`src/rtl/rsq_pkg.sv`:
```
// Package: shared class codes and helpers for the tagged reorder queue.
// Assumes class codes compare by numeric value (higher wins).
package rsq_pkg;
    localparam int CLS_W = 2;

    typedef enum logic [CLS_W-1:0] {
        QOS_BEST  = 2'd0,
        QOS_BW    = 2'd1,
        QOS_PRIO  = 2'd2,
        QOS_URGENT = 2'd3
    } qos_e;

    // Returns 1 when class a strictly outranks class b.
    function automatic logic qos_beats(input logic [CLS_W-1:0] a, input logic [CLS_W-1:0] b);
        return a > b;
    endfunction
endpackage

```
`src/rtl/rsq_slots.sv`:
```
// Module: age-ordered slot array. Slot 0 is the oldest entry. Occupied
// slots are always packed at the low end. A removal shifts the younger
// entries down by one, and a new entry lands just above the last
// surviving one. Assumes enq is only raised when the array is not full.
module rsq_slots
    import rsq_pkg::*;
#(
    parameter int DEPTH  = 8,
    parameter int TAG_W  = 3,
    parameter int ADDR_W = 16,
    localparam int IDX_W = $clog2(DEPTH),
    localparam int CNT_W = $clog2(DEPTH + 1)
) (
    input  logic                          clk,
    input  logic                          rst_n,
    input  logic                          enq,
    input  logic [TAG_W-1:0]              enq_tag,
    input  logic [ADDR_W-1:0]             enq_addr,
    input  logic                          enq_we,
    input  logic [CLS_W-1:0]              enq_cls,
    input  logic                          deq,
    input  logic [IDX_W-1:0]              deq_idx,
    output logic [DEPTH-1:0]              vld,
    output logic [DEPTH-1:0][TAG_W-1:0]   tags,
    output logic [DEPTH-1:0][ADDR_W-1:0]  addrs,
    output logic [DEPTH-1:0]              wes,
    output logic [DEPTH-1:0][CLS_W-1:0]   clss,
    output logic                          full
);
    logic [CNT_W-1:0] cnt;
    logic [CNT_W-1:0] wpos;

    // Write position once this cycle's removal has been applied.
    assign wpos = cnt - CNT_W'(deq);
    assign full = (cnt == CNT_W'(DEPTH));

    // Occupancy flags derived from the packed count.
    always_comb begin
        for (int i = 0; i < DEPTH; i++) begin
            vld[i] = (cnt > CNT_W'(i));
        end
    end

    // Occupancy counter: plus one per accept, minus one per removal.
    always_ff @(posedge clk) begin
        if (!rst_n) begin
            cnt <= '0;
        end else begin
            cnt <= cnt + CNT_W'(enq) - CNT_W'(deq);
        end
    end

    // Payload storage: close the gap left by a removal, then write the arrival.
    always_ff @(posedge clk) begin
        for (int i = 0; i < DEPTH - 1; i++) begin
            if (deq && (IDX_W'(i) >= deq_idx)) begin
                tags[i]  <= tags[i+1];
                addrs[i] <= addrs[i+1];
                wes[i]   <= wes[i+1];
                clss[i]  <= clss[i+1];
            end
        end
        if (enq) begin
            tags[wpos[IDX_W-1:0]]  <= enq_tag;
            addrs[wpos[IDX_W-1:0]] <= enq_addr;
            wes[wpos[IDX_W-1:0]]   <= enq_we;
            clss[wpos[IDX_W-1:0]]  <= enq_cls;
        end
    end

    // an accept never happens when every slot is taken.
    a_r4_no_overflow: assert property (@(posedge clk) disable iff (!rst_n)
        enq |-> (cnt != CNT_W'(DEPTH)));

    // an accept and a removal in the same cycle leave the count unchanged.
    a_r8_swap_keeps_count: assert property (@(posedge clk) disable iff (!rst_n)
        (enq && deq) |=> (cnt == $past(cnt)));
endmodule

```
`src/rtl/rsq_elig.sv`:
```
// Module: per-slot ordering check. A slot is eligible when it is occupied
// and no older occupied slot carries the same tag. Assumes slot index
// equals age rank (lower index = older).
module rsq_elig #(
    parameter int DEPTH = 8,
    parameter int TAG_W = 3
) (
    input  logic                        clk,
    input  logic                        rst_n,
    input  logic [DEPTH-1:0]            vld,
    input  logic [DEPTH-1:0][TAG_W-1:0] tags,
    output logic [DEPTH-1:0]            elig
);
    for (genvar s = 0; s < DEPTH; s++) begin : g_slot
        logic blocked;
        // Scan all older slots for a matching tag.
        always_comb begin
            blocked = 1'b0;
            for (int j = 0; j < s; j++) begin
                if (vld[j] && (tags[j] == tags[s])) blocked = 1'b1;
            end
        end
        assign elig[s] = vld[s] && !blocked;
    end

    // the oldest entry can never be held back by ordering.
    a_r2_head_free: assert property (@(posedge clk) disable iff (!rst_n)
        vld[0] |-> elig[0]);
endmodule

```
`src/rtl/rsq_pick.sv`:
```
// Module: selector. Picks the eligible slot with the highest class, and the
// lowest index (the oldest) among equals. Output is a one-hot grant. Fan-in
// is the full depth.
module rsq_pick
    import rsq_pkg::*;
#(
    parameter int DEPTH = 8,
    localparam int IDX_W = $clog2(DEPTH)
) (
    input  logic                        clk,
    input  logic                        rst_n,
    input  logic [DEPTH-1:0]            elig,
    input  logic [DEPTH-1:0][CLS_W-1:0] clss,
    output logic [DEPTH-1:0]            grant,
    output logic                        any
);
    logic [IDX_W-1:0] win;
    logic [CLS_W-1:0] win_cls;

    // Walk from youngest to oldest so that a tie keeps the older slot.
    always_comb begin
        any     = 1'b0;
        win     = '0;
        win_cls = '0;
        for (int i = DEPTH - 1; i >= 0; i--) begin
            if (elig[i] && (!any || !qos_beats(win_cls, clss[i]))) begin
                any     = 1'b1;
                win     = IDX_W'(i);
                win_cls = clss[i];
            end
        end
    end

    // Turn the winning index into a one-hot grant.
    always_comb begin
        grant = '0;
        if (any) grant[win] = 1'b1;
    end

    // at most one slot is granted, and only when a winner exists.
    a_r5_grant_onehot: assert property (@(posedge clk) disable iff (!rst_n)
        $onehot0(grant) && (any == (grant != '0)));

    // a granted slot is always one that ordering allows.
    a_r2_grant_eligible: assert property (@(posedge clk) disable iff (!rst_n)
        (grant & ~elig) == '0);

    for (genvar s = 0; s < DEPTH; s++) begin : g_chk
        // no eligible slot outranks the presented one.
        a_r6_class_top: assert property (@(posedge clk) disable iff (!rst_n)
            (elig[s] && grant != '0) |-> !qos_beats(clss[s], win_cls));
    end
endmodule

```
`src/rtl/rsq_tagged_queue.sv`:
```
// Module: top of the tagged shared reorder queue. Requests enter in arrival
// order and leave in the order the selector chooses, with per-tag order kept.
// One ready signal upstream drops only when full. Assumes the tag carries
// the initiator ID.
module rsq_tagged_queue
    import rsq_pkg::*;
#(
    parameter int DEPTH  = 8,
    parameter int TAG_W  = 3,
    parameter int ADDR_W = 16,
    localparam int IDX_W = $clog2(DEPTH)
) (
    input  logic              clk,
    input  logic              rst_n,
    input  logic              req_valid,
    output logic              req_ready,
    input  logic [TAG_W-1:0]  req_tag,
    input  logic [ADDR_W-1:0] req_addr,
    input  logic              req_we,
    input  logic [1:0]        req_cls,
    output logic              mem_valid,
    input  logic              mem_ready,
    output logic [TAG_W-1:0]  mem_tag,
    output logic [ADDR_W-1:0] mem_addr,
    output logic              mem_we,
    output logic [1:0]        mem_cls
);
    logic [DEPTH-1:0]             vld;
    logic [DEPTH-1:0][TAG_W-1:0]  tags;
    logic [DEPTH-1:0][ADDR_W-1:0] addrs;
    logic [DEPTH-1:0]             wes;
    logic [DEPTH-1:0][CLS_W-1:0]  clss;
    logic [DEPTH-1:0]             elig;
    logic [DEPTH-1:0]             grant;
    logic                         full;
    logic                         any;
    logic [IDX_W-1:0]             sel;
    logic                         enq;
    logic                         deq;

    assign req_ready = !full;
    assign enq       = req_valid && req_ready;
    assign mem_valid = any;
    assign deq       = any && mem_ready;

    // Encode the one-hot grant into a slot index.
    always_comb begin
        sel = '0;
        for (int i = 0; i < DEPTH; i++) begin
            if (grant[i]) sel = IDX_W'(i);
        end
    end

    // Present the granted slot's payload downstream.
    assign mem_tag  = tags[sel];
    assign mem_addr = addrs[sel];
    assign mem_we   = wes[sel];
    assign mem_cls  = clss[sel];

    rsq_slots #(.DEPTH(DEPTH), .TAG_W(TAG_W), .ADDR_W(ADDR_W)) u_slots (
        .clk(clk), .rst_n(rst_n),
        .enq(enq), .enq_tag(req_tag), .enq_addr(req_addr), .enq_we(req_we), .enq_cls(req_cls),
        .deq(deq), .deq_idx(sel),
        .vld(vld), .tags(tags), .addrs(addrs), .wes(wes), .clss(clss), .full(full)
    );

    rsq_elig #(.DEPTH(DEPTH), .TAG_W(TAG_W)) u_elig (
        .clk(clk), .rst_n(rst_n), .vld(vld), .tags(tags), .elig(elig)
    );

    rsq_pick #(.DEPTH(DEPTH)) u_pick (
        .clk(clk), .rst_n(rst_n), .elig(elig), .clss(clss), .grant(grant), .any(any)
    );

    // a non-empty queue always presents an entry.
    a_r5_busy_presents: assert property (@(posedge clk) disable iff (!rst_n)
        vld[0] |-> mem_valid);

    // a full queue with no removal is still full on the next cycle.
    a_r4_full_holds: assert property (@(posedge clk) disable iff (!rst_n)
        (!req_ready && !deq) |=> !req_ready);
endmodule

```
`config.mk`:
```
export PLATFORM = sky130hd
export DESIGN_NAME = rsq_tagged_queue
export DESIGN_NICKNAME = d
export VERILOG_FILES = /design/src/rtl/rsq_pkg.sv /design/src/rtl/rsq_slots.sv /design/src/rtl/rsq_elig.sv /design/src/rtl/rsq_pick.sv /design/src/rtl/rsq_tagged_queue.sv
export SDC_FILE = /design/constraint.sdc
export NUM_CORES = 1
export LEC_CHECK = 0
export BUFFER_PORTS_ARGS = -buffer_cell sky130_fd_sc_hd__buf_4
export CAP_MARGIN = 20
export CORE_ASPECT_RATIO = 1.2
export CORE_MARGIN = 4
export CORE_UTILIZATION = 40
export CTS_CLUSTER_SIZE = 8
export DETAILED_ROUTE_END_ITERATION = 12
export SYNTH_ARGS = -nofsm -noshare
export SYNTH_HDL_FRONTEND = slang
export SYNTH_SLANG_ARGS = --single-unit
```
`constraint.sdc`:
```
create_clock -name clk -period 12.2 [get_ports clk]
set_clock_uncertainty 0.2 [all_clocks]
set_input_delay 0.61 -clock clk [delete_from_list [all_inputs] [get_ports clk]]
set_output_delay 0.61 -clock clk [all_outputs]
set_load 0.1 [all_outputs]
```
==> flow_metrics.env <==
export IMPL_cp_end_kind="primary output"
export IMPL_status="finished clean"
export IMPL_syn_area_per_cell_sq_um=8.372
export IMPL_vias=9344
export IMPL_dr_pass1_iters=5
export IMPL_grt_busiest_layer="met2"
export IMPL_finalSetupViolCount=0
export IMPL_max_freq_mhz=85.64
export IMPL_drt_initial_drc_count=616
export IMPL_worst_pin_slew_ns=1.072
export IMPL_ctsHoldBuffers=0
export IMPL_gr_total_overflow=0
export IMPL_wl_per_cell_microns=19.42
export IMPL_fillCellCount=2524
export IMPL_place_inst=1629
export IMPL_critPathMaxStageDelay_ns=0.53
export IMPL_cts_sinks=180
export IMPL_fin_crit_ns=11.68
export IMPL_yosys_warnings=0
export IMPL_required_ns=11.39
export IMPL_fin_nets=1391
export IMPL_drv_slew=0
export IMPL_gp_congestion=0.9301
export IMPL_hp_class="input port to flop"
export IMPL_yosysUniqueCellTypes=65
export IMPL_cts_root_buf="clkbuf_16"
export IMPL_synth_fp_nets=1345
export IMPL_layout_drive_gt1_share=0.1552
export IMPL_synth_compound_area_frac=0.1370
export IMPL_synth_cell_area_sq_um=10830
export IMPL_synth_edf_count=22
export IMPL_critPathKind="flop to primary output"
export IMPL_ys_flop_type="dfxtp_1"
export IMPL_yosys_area_share_simple=0.1887
export IMPL_pre_cts_ws_ns=-0.05251
export IMPL_met3_usage=0.03607
export IMPL_fp_dieW_microns=158.2
export IMPL_period_share=0.9571
export IMPL_synth_xor_area_share=0.07115
export IMPL_maxCapViolCount=0
export IMPL_seq_area_sq_um=3830
export IMPL_slew_headroom=0.2829
export IMPL_ys_ff_latch=180
export IMPL_place_hpwl_mm=20.37
export IMPL_arrival_ns=10.87
export IMPL_dieArea_sq_um=29790
export IMPL_via_per_inst=5.536
export IMPL_io_buffers=49
export IMPL_start_util=0.4086
export IMPL_cts_buffers=17
export IMPL_grt_pass1_vias=8826
export IMPL_cp_max_fo=9
export IMPL_finalSetupTns_ns=0
export IMPL_synthAdderAreaFrac=0.02957
export IMPL_synthMuxAreaShare=0.1631
export IMPL_insertion_delay_ns=0.44
export IMPL_ios=50
export IMPL_num_antenna_cells=0
export IMPL_critPathLaunchType="flop"
export IMPL_ff2ff_setup_slack_ns=1.16
export IMPL_synth_top_family_by_area="simple AND/OR/NAND/NOR gates"
export IMPL_htree_num_levels=4
export IMPL_syn_inst=1294
export IMPL_track_usage=0.2086
export IMPL_die_h_microns=188.3
export IMPL_grt_max_degree=74
export IMPL_antenna_found_initial=0
export IMPL_drt_total_wl_mm=32.78
export IMPL_ant_nets=0
export IMPL_cpMaxStageDelayCell="a311o_2"
export IMPL_hold_viol_final=0
export IMPL_ys_async_sr_fraction=0
export IMPL_finalNonFillerCells=1688
export IMPL_grtUsageMet2=0.3615
export IMPL_multiInputGateArea_sq_um=6556
export IMPL_yosysSeqAreaShare=0.3530
export IMPL_clk_pin_slew_worst_paths_ns=0.07
export IMPL_clk_path_buf_depth=2
export IMPL_area_growth_synth_to_final_pct=18.41
export IMPL_design_core_area_sq_um=26510
export IMPL_grt_pass1_wl_mm=48.96
export IMPL_post_route_drc_count=0
export IMPL_setup_ws_ns=0.5237
export IMPL_use_met1=0.2594
export IMPL_cts_tree="built"
export IMPL_cp_common_cell="ha_1"
export IMPL_rows=65
-- critical path: cells and delay by family, from the launching register on --
kind / cells / cell delay [ns]
AOI/OAI and AO/OA: 23 / 3.96
adders and majority gates: 8 / 2.10
and+or+nand+nor: 14 / 1.99
muxes: 5 / 1.31
buffers and inverters: 5 / 0.62
DFF: 1 / 0.37
-- cell families (layout without fill, tap and decap cells) --
logic type | after synthesis | in the layout
fa+ha+maj | 25 | 25
mux | 176 | 176
simple gates | 462 | 462
compound gates | 242 | 243
buf+inv | 121 | 179
xor+xnor | 88 | 88
flops | 180 | 180
-- registers in the layout, summed over array words and instances, names as in the netlist --
signal and flops:
u_slots.addrs 128, u_slots.tags 24, u_slots.clss 16, u_slots.wes 8
u_slots.cnt 4
-- what timing repair did --
action / in CTS / in global routing
pin swaps: 1 / 10
gates resized for setup: 16 / 62
endpoints found under the setup margin: 22 / 48
gates cloned: 0 / 7
setup buffers: 2 / 16
-- placed cells by master, fill, tap and decap left out, types with 5 or more instances in the layout --
cell,instances
nand2_1,178
mux2i_1,172
dfxtp_1,155
a21oi_1,145
nor2_1,140
buf_4,85
xor2_1,63
nand3_1,55
o21ai_0,26
xnor2_1,25
inv_1,23
ha_1,23
clkbuf_16,22
edfxtp_1,22
and3_1,18
a32oi_1,18
buf_12,16
buf_6,15
nor3_1,13
nand4_1,10
a22oi_1,7
nor2b_1,6
o211ai_1,6
nor4_1,5
o21ai_2,5
and4_1,5
-- stage by stage --
step | utilization | hold WS, ns | instance area, sq um
CTS | 0.4642 | 0.1849 | 12310
detailed placement | 0.4377 | 0.3399 | 11600
global route | 0.4838 | 0.2012 | 12830
floorplan | - | 0.3173 | 10830
global placement | 0.4377 | 0.3331 | 11600
finish | 0.4838 | 0.1996 | 12830
-- final timing paths --
kind | startpoint | to | cells past startpoint
setup / recovery | u_slots.cnt[3] | mem_addr[5] | 55
hold / removal | rst_n | u_slots.cnt[0] | 2
setup reg to reg | u_slots.cnt[3] | u_slots.addrs[78] | 55
hold reg to reg | u_slots.clss[1] | u_slots.clss[1] | 2
-- cell type report --
cell class / instances / share of cell area
Sequential cell: 180 / 0.2986
Multi-Input combinational cell: 994 / 0.5111
Clock buffer: 18 / 0.03424
Clock inverter: 14 / 0.01551
Tap cell: 335 / 0.03268
Timing Repair Buffer: 124 / 0.1012
Inverter: 23 / 0.006730
-- per-layer routing --
| layer | vias to the layer above | part of all wire |
|---|---|---|
| li1 | 4594 | - |
| met5 | - | 0 |
| met2 | 230 | 0.50 |
| met1 | 4470 | 0.43 |
| met3 | 50 | 0.043 |
| met4 | 0 | 0.024 |
-- synthesized netlist by cell type, drive strengths merged, types with 2 or more instances --
master	number	area share
nand2	182	0.063
mux2i	172	0.16
dfxtp	158	0.29
a21oi	147	0.068
nor2	142	0.049
xor2	63	0.051
buf	62	0.037
nand3	58	0.028
clkbuf	36	0.013
o21ai	35	0.018
and3	25	0.014
xnor2	25	0.020
ha	24	0.028
inv	23	0.0080
edfxtp	22	0.061
a32oi	18	0.015
nor3	13	0.0060
nand4	11	0.0069
o211ai	8	0.0073
a22oi	7	0.0049
and4	7	0.0061
nor2b	7	0.0040
and2	5	0.0030
nor4	5	0.0029
mux2	4	0.0042
o21a	4	0.0028
a2111oi	3	0.0025
a31oi	3	0.0031
a211oi	2	0.0018
a21bo	2	0.0018
a21o	2	0.0014
a22o	2	0.0016
nor3b	2	0.0018
Power is left out: the tool's default activity adds up to more than one toggle a clock period on the data nets, which glitch-free logic cannot reach.
